File: src/rtl/tt_pkg.sv
package tt_pkg;
  localparam int TT_DW      = 32;
  localparam int TT_PW      = 28;
  localparam int TT_PEND    = TT_PW;
  localparam int TT_IE      = TT_PW + 1;
  localparam int TT_MODE_LO = TT_PW + 2;

  typedef enum logic [1:0] {
    TT_OFF     = 2'b00,
    TT_RESTART = 2'b01,
    TT_ONESHOT = 2'b10,
    TT_FREE    = 2'b11
  } tt_mode_e;

  // compare of the low counter bits against the period
  function automatic logic tt_hit(input logic [TT_PW-1:0] cnt_lo,
                                  input logic [TT_PW-1:0] per);
    return cnt_lo == per;
  endfunction

  // counter value after a match, per mode
  function automatic logic [TT_DW-1:0] tt_after_hit(input tt_mode_e m,
                                                    input logic [TT_DW-1:0] cnt);
    case (m)
      TT_RESTART: return '0;
      TT_ONESHOT: return cnt;
      default:    return cnt + 1'b1;
    endcase
  endfunction

  function automatic logic [TT_DW-1:0] tt_pack(input tt_mode_e m, input logic ie,
                                               input logic pend,
                                               input logic [TT_PW-1:0] per);
    return {m, ie, pend, per};
  endfunction
endpackage

File: src/rtl/tt_bus_dec.sv
module tt_bus_dec #(
  parameter int              ADDR_W    = 16,
  parameter logic [ADDR_W-1:0] CTRL_ADDR = '0,
  parameter logic [ADDR_W-1:0] CNT_ADDR  = '0
) (
  input  logic              bus_wr,
  input  logic [ADDR_W-1:0] bus_addr,
  output logic              ctrl_sel,
  output logic              cnt_sel,
  output logic              ctrl_wr,
  output logic              cnt_wr
);
  assign ctrl_sel = (bus_addr == CTRL_ADDR);
  assign cnt_sel  = (bus_addr == CNT_ADDR);
  assign ctrl_wr  = bus_wr && ctrl_sel;
  assign cnt_wr   = bus_wr && cnt_sel;
endmodule

File: src/rtl/tt_ctrl_reg.sv
module tt_ctrl_reg
  import tt_pkg::*;
(
  input  logic              clk,
  input  logic              rst_n,
  input  logic              ctrl_wr,
  input  logic [TT_DW-1:0]  wdata,
  input  logic              match_ev,
  input  logic              stop_ev,
  output tt_mode_e          mode_q,
  output logic              ie_q,
  output logic              pend_q,
  output logic [TT_PW-1:0]  period_q,
  output logic              run_q,
  output logic              mode_chg
);
  tt_mode_e new_mode;

  assign new_mode = tt_mode_e'(wdata[TT_DW-1:TT_MODE_LO]);
  assign mode_chg = ctrl_wr && (new_mode != mode_q);

  always_ff @(posedge clk or negedge rst_n) begin
    if (!rst_n) begin
      mode_q   <= TT_OFF;
      ie_q     <= 1'b0;
      period_q <= '0;
    end else if (ctrl_wr) begin
      mode_q   <= new_mode;
      ie_q     <= wdata[TT_IE];
      period_q <= wdata[TT_PW-1:0];
    end
  end

  // a match in the same cycle outranks an acknowledge
  always_ff @(posedge clk or negedge rst_n) begin
    if (!rst_n)                           pend_q <= 1'b0;
    else if (match_ev)                    pend_q <= 1'b1;
    else if (ctrl_wr && !wdata[TT_PEND])  pend_q <= 1'b0;
  end

  always_ff @(posedge clk or negedge rst_n) begin
    if (!rst_n)        run_q <= 1'b0;
    else if (mode_chg) run_q <= (new_mode != TT_OFF);
    else if (stop_ev)  run_q <= 1'b0;
  end
endmodule

File: src/rtl/tt_count.sv
module tt_count
  import tt_pkg::*;
(
  input  logic              clk,
  input  logic              rst_n,
  input  logic              tick,
  input  logic              run,
  input  tt_mode_e          mode,
  input  logic [TT_PW-1:0]  period,
  input  logic              cnt_wr,
  input  logic [TT_DW-1:0]  wdata,
  output logic [TT_DW-1:0]  count_q,
  output logic              match_ev,
  output logic              stop_ev
);
  logic adv;

  assign adv      = tick && run && !cnt_wr;
  assign match_ev = adv && tt_hit(count_q[TT_PW-1:0], period);
  assign stop_ev  = match_ev && (mode == TT_ONESHOT);

  always_ff @(posedge clk or negedge rst_n) begin
    if (!rst_n)        count_q <= '0;
    else if (cnt_wr)   count_q <= wdata;
    else if (match_ev) count_q <= tt_after_hit(mode, count_q);
    else if (adv)      count_q <= count_q + 1'b1;
  end
endmodule

File: src/rtl/tick_timer.sv
module tick_timer
  import tt_pkg::*;
#(
  parameter int ADDR_W      = 16,
  parameter int GROUP_SHIFT = 11,
  parameter int GROUP_ID    = 10,
  parameter int CTRL_IDX    = 0,
  parameter int CNT_IDX     = 1
) (
  input  logic              clk,
  input  logic              rst_n,
  input  logic              tick,
  input  logic              bus_wr,
  input  logic [ADDR_W-1:0] bus_addr,
  input  logic [TT_DW-1:0]  bus_wdata,
  output logic [TT_DW-1:0]  bus_rdata,
  output logic              irq
);
  localparam logic [ADDR_W-1:0] CTRL_ADDR = ADDR_W'((GROUP_ID << GROUP_SHIFT) + CTRL_IDX);
  localparam logic [ADDR_W-1:0] CNT_ADDR  = ADDR_W'((GROUP_ID << GROUP_SHIFT) + CNT_IDX);

  logic              ctrl_sel, cnt_sel, ctrl_wr, cnt_wr;
  logic              match_ev, stop_ev, mode_chg;
  logic              run_q, pend_q, ie_q;
  tt_mode_e          mode_q;
  logic [TT_PW-1:0]  period_q;
  logic [TT_DW-1:0]  count_q;

  tt_bus_dec #(
    .ADDR_W   (ADDR_W),
    .CTRL_ADDR(CTRL_ADDR),
    .CNT_ADDR (CNT_ADDR)
  ) u_dec (
    .bus_wr  (bus_wr),
    .bus_addr(bus_addr),
    .ctrl_sel(ctrl_sel),
    .cnt_sel (cnt_sel),
    .ctrl_wr (ctrl_wr),
    .cnt_wr  (cnt_wr)
  );

  tt_ctrl_reg u_ctrl (
    .clk     (clk),
    .rst_n   (rst_n),
    .ctrl_wr (ctrl_wr),
    .wdata   (bus_wdata),
    .match_ev(match_ev),
    .stop_ev (stop_ev),
    .mode_q  (mode_q),
    .ie_q    (ie_q),
    .pend_q  (pend_q),
    .period_q(period_q),
    .run_q   (run_q),
    .mode_chg(mode_chg)
  );

  tt_count u_cnt (
    .clk     (clk),
    .rst_n   (rst_n),
    .tick    (tick),
    .run     (run_q),
    .mode    (mode_q),
    .period  (period_q),
    .cnt_wr  (cnt_wr),
    .wdata   (bus_wdata),
    .count_q (count_q),
    .match_ev(match_ev),
    .stop_ev (stop_ev)
  );

  always_comb begin
    if (ctrl_sel)     bus_rdata = tt_pack(mode_q, ie_q, pend_q, period_q);
    else if (cnt_sel) bus_rdata = count_q;
    else              bus_rdata = '0;
  end

  assign irq = pend_q && ie_q;
endmodule

File: config.mk
export PLATFORM = sky130hd
export DESIGN_NAME = tick_timer
export DESIGN_NICKNAME = d
export VERILOG_FILES = /design/src/rtl/tt_pkg.sv /design/src/rtl/tt_bus_dec.sv /design/src/rtl/tt_ctrl_reg.sv /design/src/rtl/tt_count.sv /design/src/rtl/tick_timer.sv
export SDC_FILE = /design/constraint.sdc
export NUM_CORES = 1
export LEC_CHECK = 0
export ABC_AREA = 1
export CORE_ASPECT_RATIO = 2
export CORE_MARGIN = 3
export CORE_UTILIZATION = 30
export CTS_CLUSTER_DIAMETER = 50
export DETAILED_ROUTE_END_ITERATION = 8
export GPL_ROUTABILITY_DRIVEN = 0
export PLACE_DENSITY_LB_ADDON = 0.15
export SYNTH_ARGS = -nofsm -noshare
export SYNTH_HDL_FRONTEND = slang
export SYNTH_SLANG_ARGS = --single-unit
File: constraint.sdc
create_clock -name clk -period 1.86 [get_ports clk]
set_input_delay 0.558 -clock clk [delete_from_list [all_inputs] [get_ports clk]]
set_output_delay 0.558 -clock clk [all_outputs]
set_load 0.05 [all_outputs]
==> results of run 1 <==
[logic make-up (layout without fill, tap and decap cells)]
family                   Yosys count  count (layout)  share of synthesized area
AND/OR/NAND/NOR                  583             583                     0.4553
buffers and inverters            131             378                     0.1065
AO/OA/AOI/OAI                     80              80                    0.08817
flip-flops                        65              65                     0.3184
XOR/XNOR                          17              17                    0.02914
adder cells (fa/ha/maj)            1               1                   0.002449
[cells in the mapped netlist, types with 3 or more instances]
cell type	instances	share of area
nand2_1	422	0.31
nor2_1	95	0.070
inv_1	90	0.066
dfrtp_1	65	0.32
o21ai_0	39	0.038
nand3_1	28	0.027
o22ai_1	26	0.032
xnor2_1	13	0.022
clkbuf_1	12	0.0088
nor3_1	11	0.011
inv_2	10	0.0073
buf_2	9	0.0088
a21oi_1	7	0.0069
nor2_2	7	0.0086
nand4_1	6	0.0073
buf_4	5	0.0073
o21ai_1	4	0.0039
xor2_1	4	0.0069
buf_6	3	0.0066
nand3b_1	3	0.0044
[stage by stage]
step | setup TNS, ns | instances | worst slack (ns)
final | -20.81 | 1328 | -0.5227
after global routing | -24.66 | 1328 | -0.5670
after floorplan | -12.55 | 877 | -0.4362
after global placement | -67.21 | 1273 | -0.9807
after detailed placement | -68.16 | 1273 | -0.9980
after CTS | -17.78 | 1322 | -0.5327
[sequential cells by signal, summed over array words and instances, names as in the netlist]
register         count
u_ctrl.run_q         1
u_cnt.count_q       32
u_ctrl.mode_q        2
u_ctrl.period_q     28
u_ctrl.pend_q        1
u_ctrl.ie_q          1
[metal layers]
layer	GRT usage	up-vias	share of wire	wire [um]
met1	0.2331	2963	0.34	7239
met2	0.4627	136	0.58	12560
met3	0.03186	56	0.033	718
met5	0	-	0	0
met4	0.1099	0	0.047	1002
li1	-	3197	-	-
[area by class of cell]
type	count	area, um^2	share of cell area
multi-input cells	681	4038	0.4326
repair buffers	260	2689	0.2881
flip-flops and latches	65	1630	0.1747
inverters	102	407.9	0.04370
well taps	204	255.2	0.02735
clock buffers	11	252.7	0.02708
clock inverters	5	61.31	0.006568
[power by group]
part	switching [mW]	total, mW	leakage (nW)	internal [mW]
registers	0.000408	1.41	0.773	1.41
clock network	0.704	1.83	0.157	1.12
logic	0.0884	0.198	3.70	0.109
total	0.793	3.44	4.63	2.64
[repair_timing]
item                                    CTS  global route
gates resized for setup                 217           122
endpoints found under the setup margin   97            66
cloned                                   11             1
pin swaps                                56            78
setup buffers                            23             9
[path summary, 6_finish.rpt]
path,endpoint,slack [ns],depth (start not counted)
max in group asynchronous,u_cnt.count_q[4],1.30,2
hold reg to reg,u_ctrl.run_q,0.49,2
setup / recovery,bus_rdata[27],-0.52,10
setup reg to reg,u_cnt.count_q[4],-0.19,13
min in group clk,u_ctrl.run_q,0.49,2
hold / removal,u_ctrl.period_q[11],0.23,2
[worst register-to-register path, delay by kind of cell (launching register included)]
kind | cells | cell delay (ns)
and+or+nand+nor | 9 | 0.99
xor gates and xnor gates | 1 | 0.11
DFF | 1 | 0.42
buffers and inverters | 3 | 0.43
==> results.md, run 1 <==
- Die W: 98.28 um
- Commonest cells after routing, fill and taps aside: nand2_1 (314), buf_4 (135), inv_1 (81), nand2_2 (80), nor2_1 (67)
- Initial antenna violation count: 0
- # H-tree levels: 3
- Leakage power total: 4.630 nW
- Global-route wire length before repair: 33410 um
- Flip-flop and latch count after synthesis: 65
- Clock slew at reported path FFs: 0.06 ns
- Crit path DAT: 1.82 ns
- Final hold viol count: 0
- Max-cap check violation count: 0
- Predominant post-synthesis flop cell: dfrtp_1
- Worst slew pin tran: 0.3932 ns
- Yosys warns: 0
- Grt ovf: 0
- Synth unique cells: 32
- Die Ht: 190.5 um
- Starting DRT DRC Count: 248
- Total clock sinks: 65
- Crit path cell chain: buf_2 > nor2_1 > nand2_1 > nor2_4 > buf_6 > nand3_4 > buf_12 > buf_12 > o22ai_4 > buf_6
- Skew final: 0.01142 ns
- Final min period: 2.383 ns
- Req. time, crit path: 1.30 ns
- Initial Utilization: 0.3093
- Hold WS: 0.2274 ns
- Slowest cell on crit path: buf_6
- Crit. Startpoint: bus_addr[11]
- Syn nets: 930
- CTS Hold Bufs: 0
- Post-route clock period utilization: 1.281
- # port buffers: 84
- Clk buf depth: 2
- RSZ-0062 raised after global routing: yes
- Syn_area_per_cell: 5.825 um^2
- Register area share after synthesis: 0.3184
- Total chip power: 3.438 mW
- 1st-pass router iterations: 4
- Placed cell areas: 7645 um^2
- Startpoint Class: input port
- Hpwl dp: 15140 um
- Overall Global Routing Usage: 0.2335
- Async set-or-reset flop fraction in the synthesized netlist: 1.000
- Via density: 4.783
- Worst vdd ir: 0.3372 mV
- Run status: complete, but fails checks
- Maximum fanout along the worst path: 6
- CP endpoint kind: output pin
- Fin area: 9334 um^2
- DR DRC count: 0
- Most common cell after layout, fill and taps aside: nand2_1
- Top Ports: 85
- Fillers: 1553
- Core Box Area: 16520 um^2
- DR vias: 6352
- Hold Crit Class: input port to asynchronous set/reset pin
- Rows: 66
- Relative slew slack: 0.7379
- Syn Std Cell Area: 5109 um^2
- Area grow syn2layout: 82.71%
- Root buffer cell: clkbuf_16
- Critical R2R Launch: u_cnt.count_q[15]
- Die Footprint: 18730 um^2
- Fmax: 419.7 MHz
- Slowest stage delay, CP: 0.18 ns
- Number of global-route vias before repair: 6294
- Number of synthesized flops with an enable pin: 0
- Post-route worst setup slack: -0.5227 ns
- Inserted Diodes: 0
- Clock latency at the later pin of the worst-skew pair: 0.34 ns
- Post-layout util: 0.5652
- Worst path buffer plus inverter count: 5
- Critical path class: input port to output pin
- Largest net degree at the start of global routing: 66
- CTS tree: yes
- Syn Inst Count: 877
- Violated checks: negative setup slack
- # setup viols final: 64
- Detailed Route WL: 21520 um
- TritonCTS Buffers: 9
- Share of layout cells above drive strength 1: 0.4093
- Post-DR wirelength/cell: 16.21 um
- Remaining antenna violation count: 0
- Fin nets: 1172
- Fin. max-slew vios: 0
- PwrDens: 368.3 nW/um^2
- Critical path's top delay family: buffers and inverters
Note: power is estimated with default switching activity, not from simulation.
==> inputs of run 2 (changes only) <==
- MAX_ROUTING_LAYER: not set -> met4
==> results.md, run 2 (synthesis results as in run 1) <==
- Run status: complete, but fails checks
- Violated checks: negative setup slack
- Fin area: 9293 um^2
- Slowest cell on crit path: buf_6
- Max reg flops: 32
- Initial antenna violation count: 0
- Critical R2R Launch: u_cnt.count_q[15]
- Share of layout cells above drive strength 1: 0.4043
- Relative slew slack: 0.7331
- Number of global-route vias before repair: 6286
- DR DRC count: 0
- Crit. Startpoint: bus_addr[11]
- Detailed Route WL: 21580 um
- Overall Global Routing Usage: 0.2405
- Clock slew at reported path FFs: 0.06 ns
- Worst vdd ir: 0.3336 mV
- # H-tree levels: 3
- CP endpoint kind: output pin
- Commonest cells after routing, fill and taps aside: nand2_1 (323), buf_4 (135), inv_1 (81), nand2_2 (69), nor2_1 (64)
- Rows: 66
- Final hold viol count: 0
- Fin. max-slew vios: 0
- Final min period: 2.385 ns
- Post-DR wirelength/cell: 16.26 um
- Critical path class: input port to output pin
- RSZ-0062 raised after global routing: yes
- Total clock sinks: 65
- PwrDens: 370.0 nW/um^2
- DR vias: 6369
- Grt ovf: 0
- Starting DRT DRC Count: 265
- Die Ht: 190.5 um
- Post-route clock period utilization: 1.282
- Critical path's top delay family: buffers and inverters
- Hpwl dp: 15140 um
- Req. time, crit path: 1.30 ns
- Fin nets: 1171
- Critical path depth in cells: 10
- Initial Utilization: 0.3093
- Fmax: 419.3 MHz
- Placed cell areas: 7645 um^2
- # setup viols final: 64
- Remaining antenna violation count: 0
- Clock latency at the later pin of the worst-skew pair: 0.35 ns
- Worst r2r path cells: 12
- Die W: 98.28 um
- Area grow syn2layout: 81.90%
- Final TNS setup: -18.52 ns
- Most flops, register: u_cnt.count_q
- Hold Crit Class: input port to asynchronous set/reset pin
- Largest net degree at the start of global routing: 66
- Leakage power total: 4.490 nW
- Inserted Diodes: 0
- CTS tree: yes
- Flop2flop setup slack: -0.12 ns
- Max-cap check violation count: 0
- Crit path cell chain: buf_2 > nor2_1 > nand2_1 > nor2_4 > buf_6 > nand3_4 > buf_12 > buf_12 > o22ai_4 > buf_6
- CTS Hold Bufs: 0
- Post-layout util: 0.5627
- Crit path DAT: 1.83 ns
- Top Ports: 85
- Hold WS: 0.2254 ns
- Core Box Area: 16520 um^2
- Root buffer cell: clkbuf_16
- Critical R2R Capture: u_cnt.count_q[16]
- Largest registers: u_cnt.count_q: 32 flops, u_ctrl.period_q: 28 flops, u_ctrl.mode_q: 2 flops
- Skew final: 0.01361 ns
- # port buffers: 84
- Global-route wire length before repair: 33440 um
- Post-route worst setup slack: -0.5247 ns
- Worst path buffer plus inverter count: 5
- Via density: 4.800
- Most common cell after layout, fill and taps aside: nand2_1
- Die Footprint: 18730 um^2
- TritonCTS Buffers: 9
- Slowest stage delay, CP: 0.18 ns
- 1st-pass router iterations: 4
- Maximum fanout along the worst path: 6
- Startpoint Class: input port
- CP endpoint: bus_rdata[27]
- Clk buf depth: 2
- Worst slew pin tran: 0.4003 ns
-- run 2: cell types whose count changed in the layout (fill, tap and decap cells not counted) --
| cell | previous run | this run |
|---|---|---|
| nand2_2 | 80 | 69 |
| nand2_1 | 314 | 323 |
| buf_12 | 25 | 22 |
| nor2_1 | 67 | 64 |
| buf_6 | 42 | 44 |
| nand2_4 | 29 | 31 |
| nand3_2 | 4 | 6 |
| nor2_4 | 13 | 15 |
| buf_2 | 10 | 11 |
| clkdlybuf4s15_2 | 1 | 0 |
| nand3_1 | 21 | 20 |
| nand3_4 | 5 | 4 |
| nor2_2 | 24 | 25 |
-- run 2: metal layers --
layer | wire length (um) | part of all wire | global-route usage
met5 | 0 | 0 | -
met4 | 1127 | 0.052 | 0.1099
met1 | 7206 | 0.33 | 0.2342
met2 | 12490 | 0.58 | 0.4624
met3 | 761 | 0.035 | 0.03186
-- run 2: worst min-delay path by stage --
stage                     endpoint  slack, ns  depth (start not counted)
2_1_floorplan     u_cnt.count_q[0]       0.26                          0
3_3_place_gp          u_ctrl.run_q       0.46                          2
3_5_place_dp          u_ctrl.run_q       0.46                          2
4_1_cts          u_cnt.count_q[14]       0.26                          2
5_1_grt        u_ctrl.period_q[11]       0.27                          2
6_report       u_ctrl.period_q[11]       0.23                          2
-- run 2: area by class of cell --
cell class                      count  area [um^2]
Clock buffer                       11        252.7
Fill cell                        1585         7223
Tap cell                          204        255.2
Sequential cell                    65         1630
Clock inverter                      5        61.31
Inverter                          102        407.9
Multi-Input combinational cell    681         4040
Timing Repair Buffer              259         2645
-- run 2: report_power, final --
| group | internal [mW] | switching [mW] | leakage [nW] |
|---|---|---|---|
| clock | 1.12 | 0.704 | 0.157 |
| combinational | 0.109 | 0.0901 | 3.56 |
| sequential | 1.41 | 0.000410 | 0.773 |
| total | 2.64 | 0.794 | 4.49 |
-- run 2: repair_timing --
item | in CTS | in global routing
buffers inserted | 23 | 8
setup endpoints to repair | 97 | 66
pin swaps | 56 | 63
hold endpoints to repair | 0 | 0
cloned | 11 | 1
gates resized for setup | 217 | 117
-- run 2: per-stage QoR --
stage          instances  setup slack (ns)  power (mW)
4_1_cts             1322           -0.5327       3.468
2_1_floorplan        877           -0.4362       1.459
3_3_place_gp        1273           -0.9807       1.642
6_report            1327           -0.5247       3.438
5_1_grt             1327           -0.5672       3.557
3_5_place_dp        1273           -0.9980       1.642
